$ cat src/rtl/cts_pkg.sv
package cts_pkg;

  // Next-state choice for one channel slot, highest priority first.
  typedef enum logic [2:0] {
    SLOT_BLOCK     = 3'd0,  // prevent-scanning: force disarmed
    SLOT_ARM       = 3'd1,  // boundary packet: load expiry
    SLOT_DROP_IDLE = 3'd2,  // producer has nothing pending
    SLOT_DROP_DUE  = 3'd3,  // scanner consumed the expiry
    SLOT_KEEP      = 3'd4
  } slot_act_e;

endpackage

$ cat src/rtl/cts_timebase.sv
module cts_timebase #(
  parameter int TW = 16
) (
  input  logic          clk,
  input  logic          rst_n,
  input  logic          tick_i,
  output logic [TW-1:0] now_o
);

  logic [TW-1:0] now_q;

  always_ff @(posedge clk) begin
    if (!rst_n)      now_q <= '0;
    else if (tick_i) now_q <= now_q + 1'b1;
  end

  assign now_o = now_q;


  tick_step_chk: assert property (@(posedge clk) disable iff (!rst_n)
    tick_i |=> now_q == $past(now_q) + 1'b1);


  tick_hold_chk: assert property (@(posedge clk) disable iff (!rst_n)
    !tick_i |=> $stable(now_q));

endmodule

$ cat src/rtl/cts_rr_ptr.sv
module cts_rr_ptr #(
  parameter int NCH = 4,
  parameter int CHW = (NCH > 1) ? $clog2(NCH) : 1
) (
  input  logic           clk,
  input  logic           rst_n,
  output logic [CHW-1:0] ptr_o
);

  localparam logic [CHW-1:0] LAST = CHW'(NCH - 1);

  logic [CHW-1:0] ptr_q;

  function automatic logic [CHW-1:0] next_index(input logic [CHW-1:0] cur);
    return (cur == LAST) ? '0 : cur + 1'b1;
  endfunction

  always_ff @(posedge clk) begin
    if (!rst_n) ptr_q <= '0;
    else        ptr_q <= next_index(ptr_q);
  end

  assign ptr_o = ptr_q;


  ptr_step_chk: assert property (@(posedge clk) disable iff (!rst_n)
    1'b1 |=> (($past(ptr_q) == LAST) ? (ptr_q == '0) : (ptr_q == $past(ptr_q) + 1'b1)));


  ptr_range_chk: assert property (@(posedge clk) disable iff (!rst_n)
    ptr_q <= LAST);

endmodule

$ cat src/rtl/cts_slot.sv
module cts_slot
  import cts_pkg::*;
#(
  parameter int TW = 16,
  parameter int PW = 10
) (
  input  logic          clk,
  input  logic          rst_n,
  input  logic [TW-1:0] now_i,
  input  logic          scan_sel_i,
  input  logic          bnd_i,
  input  logic          idle_i,
  input  logic          hold_i,
  input  logic [PW-1:0] period_i,
  output logic          fire_o
);

  logic          valid_q;
  logic [TW-1:0] stamp_q;
  logic          expired;
  logic          scan_due;
  slot_act_e     act;

  // Expiry time = now + period, modulo 2**TW.
  function automatic logic [TW-1:0] arm_value(input logic [TW-1:0] now,
                                              input logic [PW-1:0] per);
    return now + TW'(per);
  endfunction

  // Reached when (now - stamp) is non-negative as a signed TW-bit number.
  function automatic logic reached(input logic [TW-1:0] now,
                                   input logic [TW-1:0] stamp);
    logic [TW-1:0] diff;
    diff = now - stamp;
    return ~diff[TW-1];
  endfunction

  assign expired  = reached(now_i, stamp_q);
  assign scan_due = scan_sel_i & valid_q & expired;
  assign fire_o   = scan_due & ~idle_i & ~hold_i;

  always_comb begin
    if (hold_i)        act = SLOT_BLOCK;
    else if (bnd_i)    act = SLOT_ARM;
    else if (idle_i)   act = SLOT_DROP_IDLE;
    else if (scan_due) act = SLOT_DROP_DUE;
    else               act = SLOT_KEEP;
  end

  always_ff @(posedge clk) begin
    if (!rst_n) begin
      valid_q <= 1'b0;
      stamp_q <= '0;
    end else begin
      case (act)
        SLOT_ARM: begin
          valid_q <= 1'b1;
          stamp_q <= arm_value(now_i, period_i);
        end
        SLOT_BLOCK, SLOT_DROP_IDLE, SLOT_DROP_DUE: begin
          valid_q <= 1'b0;
          stamp_q <= '0;
        end
        default: ;
      endcase
    end
  end


  arm_load_chk: assert property (@(posedge clk) disable iff (!rst_n)
    (bnd_i && !hold_i) |=> (valid_q && stamp_q == $past(now_i) + TW'($past(period_i))));


  hold_block_chk: assert property (@(posedge clk) disable iff (!rst_n)
    hold_i |=> !valid_q);


  idle_drop_chk: assert property (@(posedge clk) disable iff (!rst_n)
    (idle_i && !bnd_i && !hold_i) |=> !valid_q);


  due_clear_chk: assert property (@(posedge clk) disable iff (!rst_n)
    (fire_o && !bnd_i) |=> !valid_q);


  due_rearm_chk: assert property (@(posedge clk) disable iff (!rst_n)
    (fire_o && bnd_i) |=> valid_q);

endmodule

$ cat src/rtl/cts_scanner.sv
module cts_scanner #(
  parameter int NCH = 4,
  parameter int TW  = 16,
  parameter int PW  = 10,
  parameter int CHW = (NCH > 1) ? $clog2(NCH) : 1
) (
  input  logic              clk,
  input  logic              rst_n,
  input  logic              tick_i,
  input  logic [NCH-1:0]    bnd_i,
  input  logic [NCH-1:0]    idle_i,
  input  logic [NCH-1:0]    hold_i,
  input  logic [NCH*PW-1:0] period_i,
  output logic              xmit_o,
  output logic [CHW-1:0]    xmit_ch_o
);

  logic [TW-1:0]  now;
  logic [CHW-1:0] scan_ptr;
  logic [NCH-1:0] fire_vec;
  logic           fire_any;

  cts_timebase #(.TW(TW)) u_timebase (
    .clk    (clk),
    .rst_n  (rst_n),
    .tick_i (tick_i),
    .now_o  (now)
  );

  cts_rr_ptr #(.NCH(NCH), .CHW(CHW)) u_rr_ptr (
    .clk   (clk),
    .rst_n (rst_n),
    .ptr_o (scan_ptr)
  );

  for (genvar g = 0; g < NCH; g++) begin : g_slot
    cts_slot #(.TW(TW), .PW(PW)) u_slot (
      .clk        (clk),
      .rst_n      (rst_n),
      .now_i      (now),
      .scan_sel_i (scan_ptr == CHW'(g)),
      .bnd_i      (bnd_i[g]),
      .idle_i     (idle_i[g]),
      .hold_i     (hold_i[g]),
      .period_i   (period_i[g*PW +: PW]),
      .fire_o     (fire_vec[g])
    );
  end

  assign fire_any = |fire_vec;

  always_ff @(posedge clk) begin
    if (!rst_n) begin
      xmit_o    <= 1'b0;
      xmit_ch_o <= '0;
    end else begin
      xmit_o    <= fire_any;
      xmit_ch_o <= scan_ptr;
    end
  end


  one_event_chk: assert property (@(posedge clk) disable iff (!rst_n)
    $onehot0(fire_vec));


  strobe_lag_chk: assert property (@(posedge clk) disable iff (!rst_n)
    1'b1 |=> xmit_o == $past(fire_any));


  strobe_tag_chk: assert property (@(posedge clk) disable iff (!rst_n)
    xmit_o |-> xmit_ch_o == $past(scan_ptr));

endmodule

$ cat config.mk
export PLATFORM = sky130hd
export DESIGN_NAME = cts_scanner
export DESIGN_NICKNAME = d
export VERILOG_FILES = /design/src/rtl/cts_pkg.sv /design/src/rtl/cts_timebase.sv /design/src/rtl/cts_rr_ptr.sv /design/src/rtl/cts_slot.sv /design/src/rtl/cts_scanner.sv
export SDC_FILE = /design/constraint.sdc
export NUM_CORES = 1
export LEC_CHECK = 0
export BUFFER_PORTS_ARGS = -buffer_cell sky130_fd_sc_hd__buf_4
export CAP_MARGIN = 0
export CORE_MARGIN = 4
export CORE_UTILIZATION = 48
export DETAILED_ROUTE_END_ITERATION = 8
export PLACE_DENSITY = 0.69
export SETUP_SLACK_MARGIN = 0.4
export SLEW_MARGIN = 20
export SYNTH_ARGS = -nofsm -noshare
export SYNTH_HDL_FRONTEND = slang
export SYNTH_SLANG_ARGS = --single-unit
export TNS_END_PERCENT = 1
$ cat constraint.sdc
create_clock -name clk -period 2.4 [get_ports clk]
set_input_delay 0 -clock clk [delete_from_list [all_inputs] [get_ports clk]]
set_output_delay 0 -clock clk [all_outputs]
set_load 0.01 [all_outputs]
* Word level (Yosys, flattened, before mapping) *
Index checks and enable logic that the tools add are counted.

cells by class
  $add $sub $neg = 10
  eq/ne operators = 15
  multiplexer cells = 24
  bitwise logic cells = 29
  reduce and logical (&&, ||, !) cells = 15

operators with widths
  kind                                                                    number
  16-bit case mux with 2 select lines                                     4
  16-bit by 10-bit adder with 16-bit output                               4
  16-bit subtractor                                                       4
  3-bit two-way mux                                                       16
  3-bit by 2-bit equality test with 1-bit output (second input constant)  8
  16-bit by 1-bit adder with 16-bit output (second input constant)        1
  1-bit bitwise AND                                                       16
  1-bit NOT                                                               13
  3-bit by 1-bit equality test with 1-bit output (second input constant)  4
  3-bit logical NOT                                                       4
  3-bit OR reduction                                                      4
  1-bit case mux with 2 select lines                                      4
  2-bit nonzero test                                                      4
  2-bit equality test (second input constant)                             2
  4-bit OR reduction                                                      1
  2-bit by 1-bit adder with 2-bit output (second input constant)          1
  2-bit by 1-bit equality test with 1-bit output (second input constant)  1
  2-bit logical NOT                                                       1
  2-bit OR reduction                                                      1

storage, ports and cells
  register bits = 89
  input bits = 55
  output and inout port bits = 3
  word-level logic and storage cells = 105

* Depth between registers and ports, before layout *
  word-level depth = 10
  mapped depth = 10
  gate-level depth less buffers = 9

* By module *
Synthesis repeated with hierarchy kept, for this count alone.

second synthesis, totals
  cells, all modules = 830
  area, all modules = 7055.5 µm²

modules (own cells, without submodules)
  module        instances  cells each  area each (µm²)  sequential area each (µm²)
  cts_slot      4          183         1532.7           340.3
  cts_timebase  1          83          744.5            320.3
  cts_scanner   1          10          106.4            60.1
  cts_rr_ptr    1          5           73.8             40.0

* Worst setup path after synthesis *
Ideal clock, no wire load.

  path type = reg-to-reg
  start point = register u_timebase.now_q[1] (netlist: u_timebase.now_o[1])
  end point = register g_slot[3].u_slot.stamp_q[15]
  library setup time = 117 ps
  data arrival time = 2356 ps
  required time = 2283 ps
  setup slack = -72 ps
  stages on the path, launching flop included = 9
  buffers on the path = 0
  clock period less this slack = 2472 ps
  cell sequence = dfxtp_1 -> ha_1 -> a21o_1 -> a21o_1 -> a2111oi_2 -> nor4_1 -> o21ai_0 -> xnor2_1 -> a22o_1

between the ends
  cells in the longest elaborated chain, start to end = 10
  elaborated cells on any way between the ends = 15
  those cells by class = add/sub: 2; eq/ne: 3; mux: 5; bitwise: 2; reduce/logical: 3

ends and longest elaborated chain
  item                                                                                        RTL line            source
  start: declaration                                                                          cts_timebase.sv:10  logic [TW-1:0] now_q;
  start signal: assignment                                                                    cts_timebase.sv:14  else if (tick_i) now_q <= now_q + 1'b1;
  16-bit subtractor                                                                           cts_slot.sv:34      diff = now - stamp;
  1-bit NOT                                                                                   cts_slot.sv:35      return ~diff[TW-1];
  1-bit bitwise AND                                                                           cts_slot.sv:39      assign scan_due = scan_sel_i & valid_q & expired;
  3-bit two-way mux                                                                           cts_slot.sv:46      else if (scan_due) act = SLOT_DROP_DUE;
  3-bit two-way mux                                                                           cts_slot.sv:45      else if (idle_i) act = SLOT_DROP_IDLE;
  3-bit two-way mux                                                                           cts_slot.sv:44      else if (bnd_i) act = SLOT_ARM;
  3-bit two-way mux                                                                           cts_slot.sv:43      if (hold_i) act = SLOT_BLOCK;
  3-bit by 2-bit equality test with 1-bit output / 3-bit logical NOT (equally long branches)  cts_slot.sv:55      case (act)
  3-bit OR reduction                                                                          cts_slot.sv:55
  16-bit case mux with 2 select lines / 2-bit nonzero test (equally long branches)            -
  end signal: assignment                                                                      cts_slot.sv:58      stamp_q <= arm_value(now_i, period_i);
  end: declaration                                                                            cts_slot.sv:19      logic [TW-1:0] stamp_q;

Several ways; a longest one is shown, not always the timed one.
A chain may end at the register's enable or synchronous reset.

* Worst setup path after layout *
  start point = register u_timebase.now_q[5] (netlist: u_timebase.now_o[5])
  end point = register g_slot[3].u_slot.stamp_q[9]

Same word-level chain as after synthesis.

==> summary.txt <==
Critical path
  – Crit path kind: register to register
  – Crit. End Element: register
  – Worst Path Required: 2.65 ns
  – CP Data Arrival Time: between 2 and 3 ns
  – Critical path destination: g_slot[3].u_slot.stamp_q[9]
  – Worst path max stage delay: 0.44 ns
  – Worst R2R Start: u_timebase.now_o[5]
  – Worst path slowest cell: dfxtp_4
  – CP Cell Sequence: ha_4, a21o_1, a221o_1, a31oi_2, o41ai_2, xnor2_2, a31oi_4, clkbuf_16, a22o_1
  – Crit-path max FO: 8
  – R2R Path End: g_slot[3].u_slot.stamp_q[9]
  – Crit start category: register
  – R2r setup slk: -0.02 ns
  – Worst Setup SP: u_timebase.now_o[5]
  – R2R cell count: 9

CTS
  – CTS tree: yes
  – Root buffer cell: clkbuf_16
  – Skew-Pair Late Insertion Delay: around 0.36 ns
  – Htree depth: 3
  – Clk slew on worst S/H paths: 0.07 ns
  – Clock buffer depth: 2
  – Cts bufs inserted: 9
  – Clock sink count: a little under 90

Synthesis
  – Most numerous cell in the Yosys netlist: ha_1
  – Top cell type's share of synthesized area: 27.3%
  – #FFs+latches synth: ~90
  – Post-Synthesis Cell Area: 0.00653 mm²
  – Net Count, Synth: around 900
  – Synthesized area per cell: roughly 9 µm²
  – Synth warn: 0
  – Sequential share of the synthesized area: 27.3%
  – Number of flops mapped to enable cells by yosys: 0
  – Yosys cell types: between 50 and 60
  – Post-synth ARST share: 0%
  – Yosys top cell by area: dfxtp_1
  – Synth Instances: 741
  – Ys flop type: dfxtp_1
  – Synth top cells by count: ha_1 (101), dfxtp_1 (89), inv_1 (64)
  – Area contributors post-synth: dfxtp_1 (27%), ha_1 (19%), a22o_1 (7.9%)

Timing
  – PnR worst setup slack: -0.0236 ns
  – Setup TNS: -0.0918 ns
  – Worst-Margin Slew: between 1 and 1.5 ns
  – Final Hold Viols: 0
  – Max Freq: slightly above 400 MHz
  – Worst Hold Slack: 0.0117 ns
  – Final worst-path cycle share: 101%
  – Slew HR: 30.6%
  – Post-route minimum period: around 2.4 ns
  – Final Max Slew Viols: 0
  – RSZ-0062 raised after global routing: yes
  – Setup violations, final: 8
  – Clock Skew: between 0.01 and 0.015 ns

Run status
  – Status: complete, but fails checks
  – Failing checks: setup timing

Route
  – DRT iter0 DRCs: 299
  – DR WL/cell: between 15 and 20 µm
  – ANT nets after route: 0
  – DR vias: 6003
  – First-pass iteration count of the detailed router: 4
  – DRC: 0
  – Final wirelength: approximately 19 mm
  – Via density: around 5.7

Place
  – I/O Buffers: 57
  – Dpl hpwl: around 13 mm
  – Gp weighted congestion: roughly 0.86
  – Worst slack, placed: -0.157 ns
  – Placed inst area: between 0.007 and 0.008 mm²

GRT
  – First-pass GRT wire length: between 20 and 30 mm
  – Antenna violations before repair: 0
  – Global route total overflow: 0
  – Vias in the first global route: 6106
  – Largest net degree at the start of global routing: 24
  – Gr usage total: between 20% and 30%

Floorplanning
  – Total I/O pin count: 58
  – FP Rows: 42
  – Starting Density: between 40% and 50%
  – Vert. Die Dim: around 120 µm
  – Die span in x: between 100 and 150 µm
  – Die Footprint: 0.0155 mm²
  – Core footprint: around 0.013 mm²

Run
  – Max_cap viols: 0

Worst hold path
  – Hold WC Path Type: input pin to register

Layout
  – Post-route cell area: just under 0.009 mm²
  – Layout cells sized above 1: 27.1%
  – Layout area overhead: 32.6%
  – Antenna fix cells: 0
  – Nets: around 1000

Power and ir drop
  – Pleak: between 3 and 4 nW
  – Pwr Total: ~3.7 mW
  – Power per cell area: 427 mW/mm²
  – VDD IR-drop max: 0.342 mV
==> registers in the layout, summed over array words and instances, names as in the netlist <==
signal	flops
xmit_o	1
g_slot.u_slot.valid_q	4
u_rr_ptr.ptr_o	2
u_timebase.now_o	16
xmit_ch_o	2
g_slot.u_slot.stamp_q	64
==> worst max-delay path, delay by kind of cell, from the launching register on <==
kind	cells	cell delay, ns
AOI/OAI and AO/OA	6	1.17
DFF	1	0.44
xor gates and xnor gates	1	0.28
adders and majority gates	1	0.23
buffers and inverters	1	0.20
==> cell families after synthesis <==
group / after synthesis / synth area share, %
xor+xnor: 69 / 9.37
flops: 89 / 27.3
fa+ha+maj: 105 / 20.6
compound gates: 211 / 23.6
buf+inv: 81 / 5.02
simple gates: 179 / 13.1
mux: 7 / 1.07
==> report_power, final <==
group	internal (mW)	total (mW)	leakage, nW	switching, mW
logic	0.344	0.676	3.09	0.332
clock network	0.840	1.48	0.153	0.641
registers	1.51	1.54	0.732	0.0342
==> how the worst min path moves through the flow <==
stage	depth (start not counted)	startpoint	to	slack [ns]
after CTS	3	rst_n	g_slot[3].u_slot.valid_q	0.006
after detailed placement	3	bnd_i[3]	g_slot[3].u_slot.valid_q	0.29
final	3	rst_n	g_slot[3].u_slot.valid_q	0.01
after global routing	3	rst_n	g_slot[3].u_slot.valid_q	0.03
after global placement	3	bnd_i[3]	g_slot[3].u_slot.valid_q	0.27
after floorplan	2	bnd_i[3]	g_slot[3].u_slot.valid_q	0.15
==> per-layer routing <==
metal / part of all wire (%) / vias up / routed length (µm) / track usage (%)
met5: 0 / - / 0 / 0
met4: 1.9 / 0 / 347 / 10.2
met3: 4.1 / 22 / 774 / 3.17
met2: 50 / 155 / 9320 / 39.2
met1: 44 / 2880 / 8260 / 28.8
li1: - / 2946 / - / -
==> final cells by class <==
class / instances / area (µm²)
multi-input cells: 572 / 4930
fillers: 1048 / 4630
well taps: 176 / 220
clock buffers: 10 / 239
repair buffers: 137 / 1150
inverters: 64 / 240
flip-flops and latches: 89 / 1820
clock inverters: 6 / 66.3
==> placed cells by master, fill, tap and decap left out, types with 4 or more instances in the layout <==
cell type / synthesis / routed
xnor2_1: 37 / 35
nand2b_1: 8 / 8
dfxtp_2: 0 / 5
o21ai_2: 1 / 6
o21ai_1: 1 / 11
nor2_1: 49 / 45
inv_1: 64 / 63
clkbuf_16: 0 / 10
dfxtp_1: 89 / 75
nand2_1: 52 / 50
and3_1: 6 / 4
mux2i_1: 7 / 7
a31oi_1: 6 / 5
o21ai_0: 32 / 17
ha_4: 0 / 15
a21o_1: 24 / 24
a22o_1: 59 / 59
a21oi_2: 0 / 14
nand4_1: 9 / 9
buf_12: 0 / 5
nor2b_1: 10 / 9
o21bai_1: 4 / 4
nand3_1: 12 / 11
ha_1: 101 / 84
o21a_1: 4 / 4
or3_1: 6 / 6
xor2_1: 31 / 31
a21oi_1: 47 / 33
buf_4: 2 / 119
dlygate4sd3_1: 0 / 9
nor2_2: 0 / 4
dfxtp_4: 0 / 9
nor3_1: 8 / 7
a211o_1: 5 / 5
==> per-stage QoR <==
step / std cells / util, %
after global routing: 1054 / 65.1
after global placement: 1004 / 57.3
final: 1054 / 65.1
after detailed placement: 1004 / 57.3
after CTS: 1042 / 62.1
after floorplan: 741 / -
==> what timing repair did <==
item                                   in CTS  in global routing
setup buffers                              12                 10
gates cloned                                1                  2
setup endpoints to repair                  68                 70
endpoints found under the hold margin       8                  0
pin swaps                                  15                 50
hold buffers                                9                  0
gates resized for setup                    22                 69
Power figures use the tool's default switching activity.
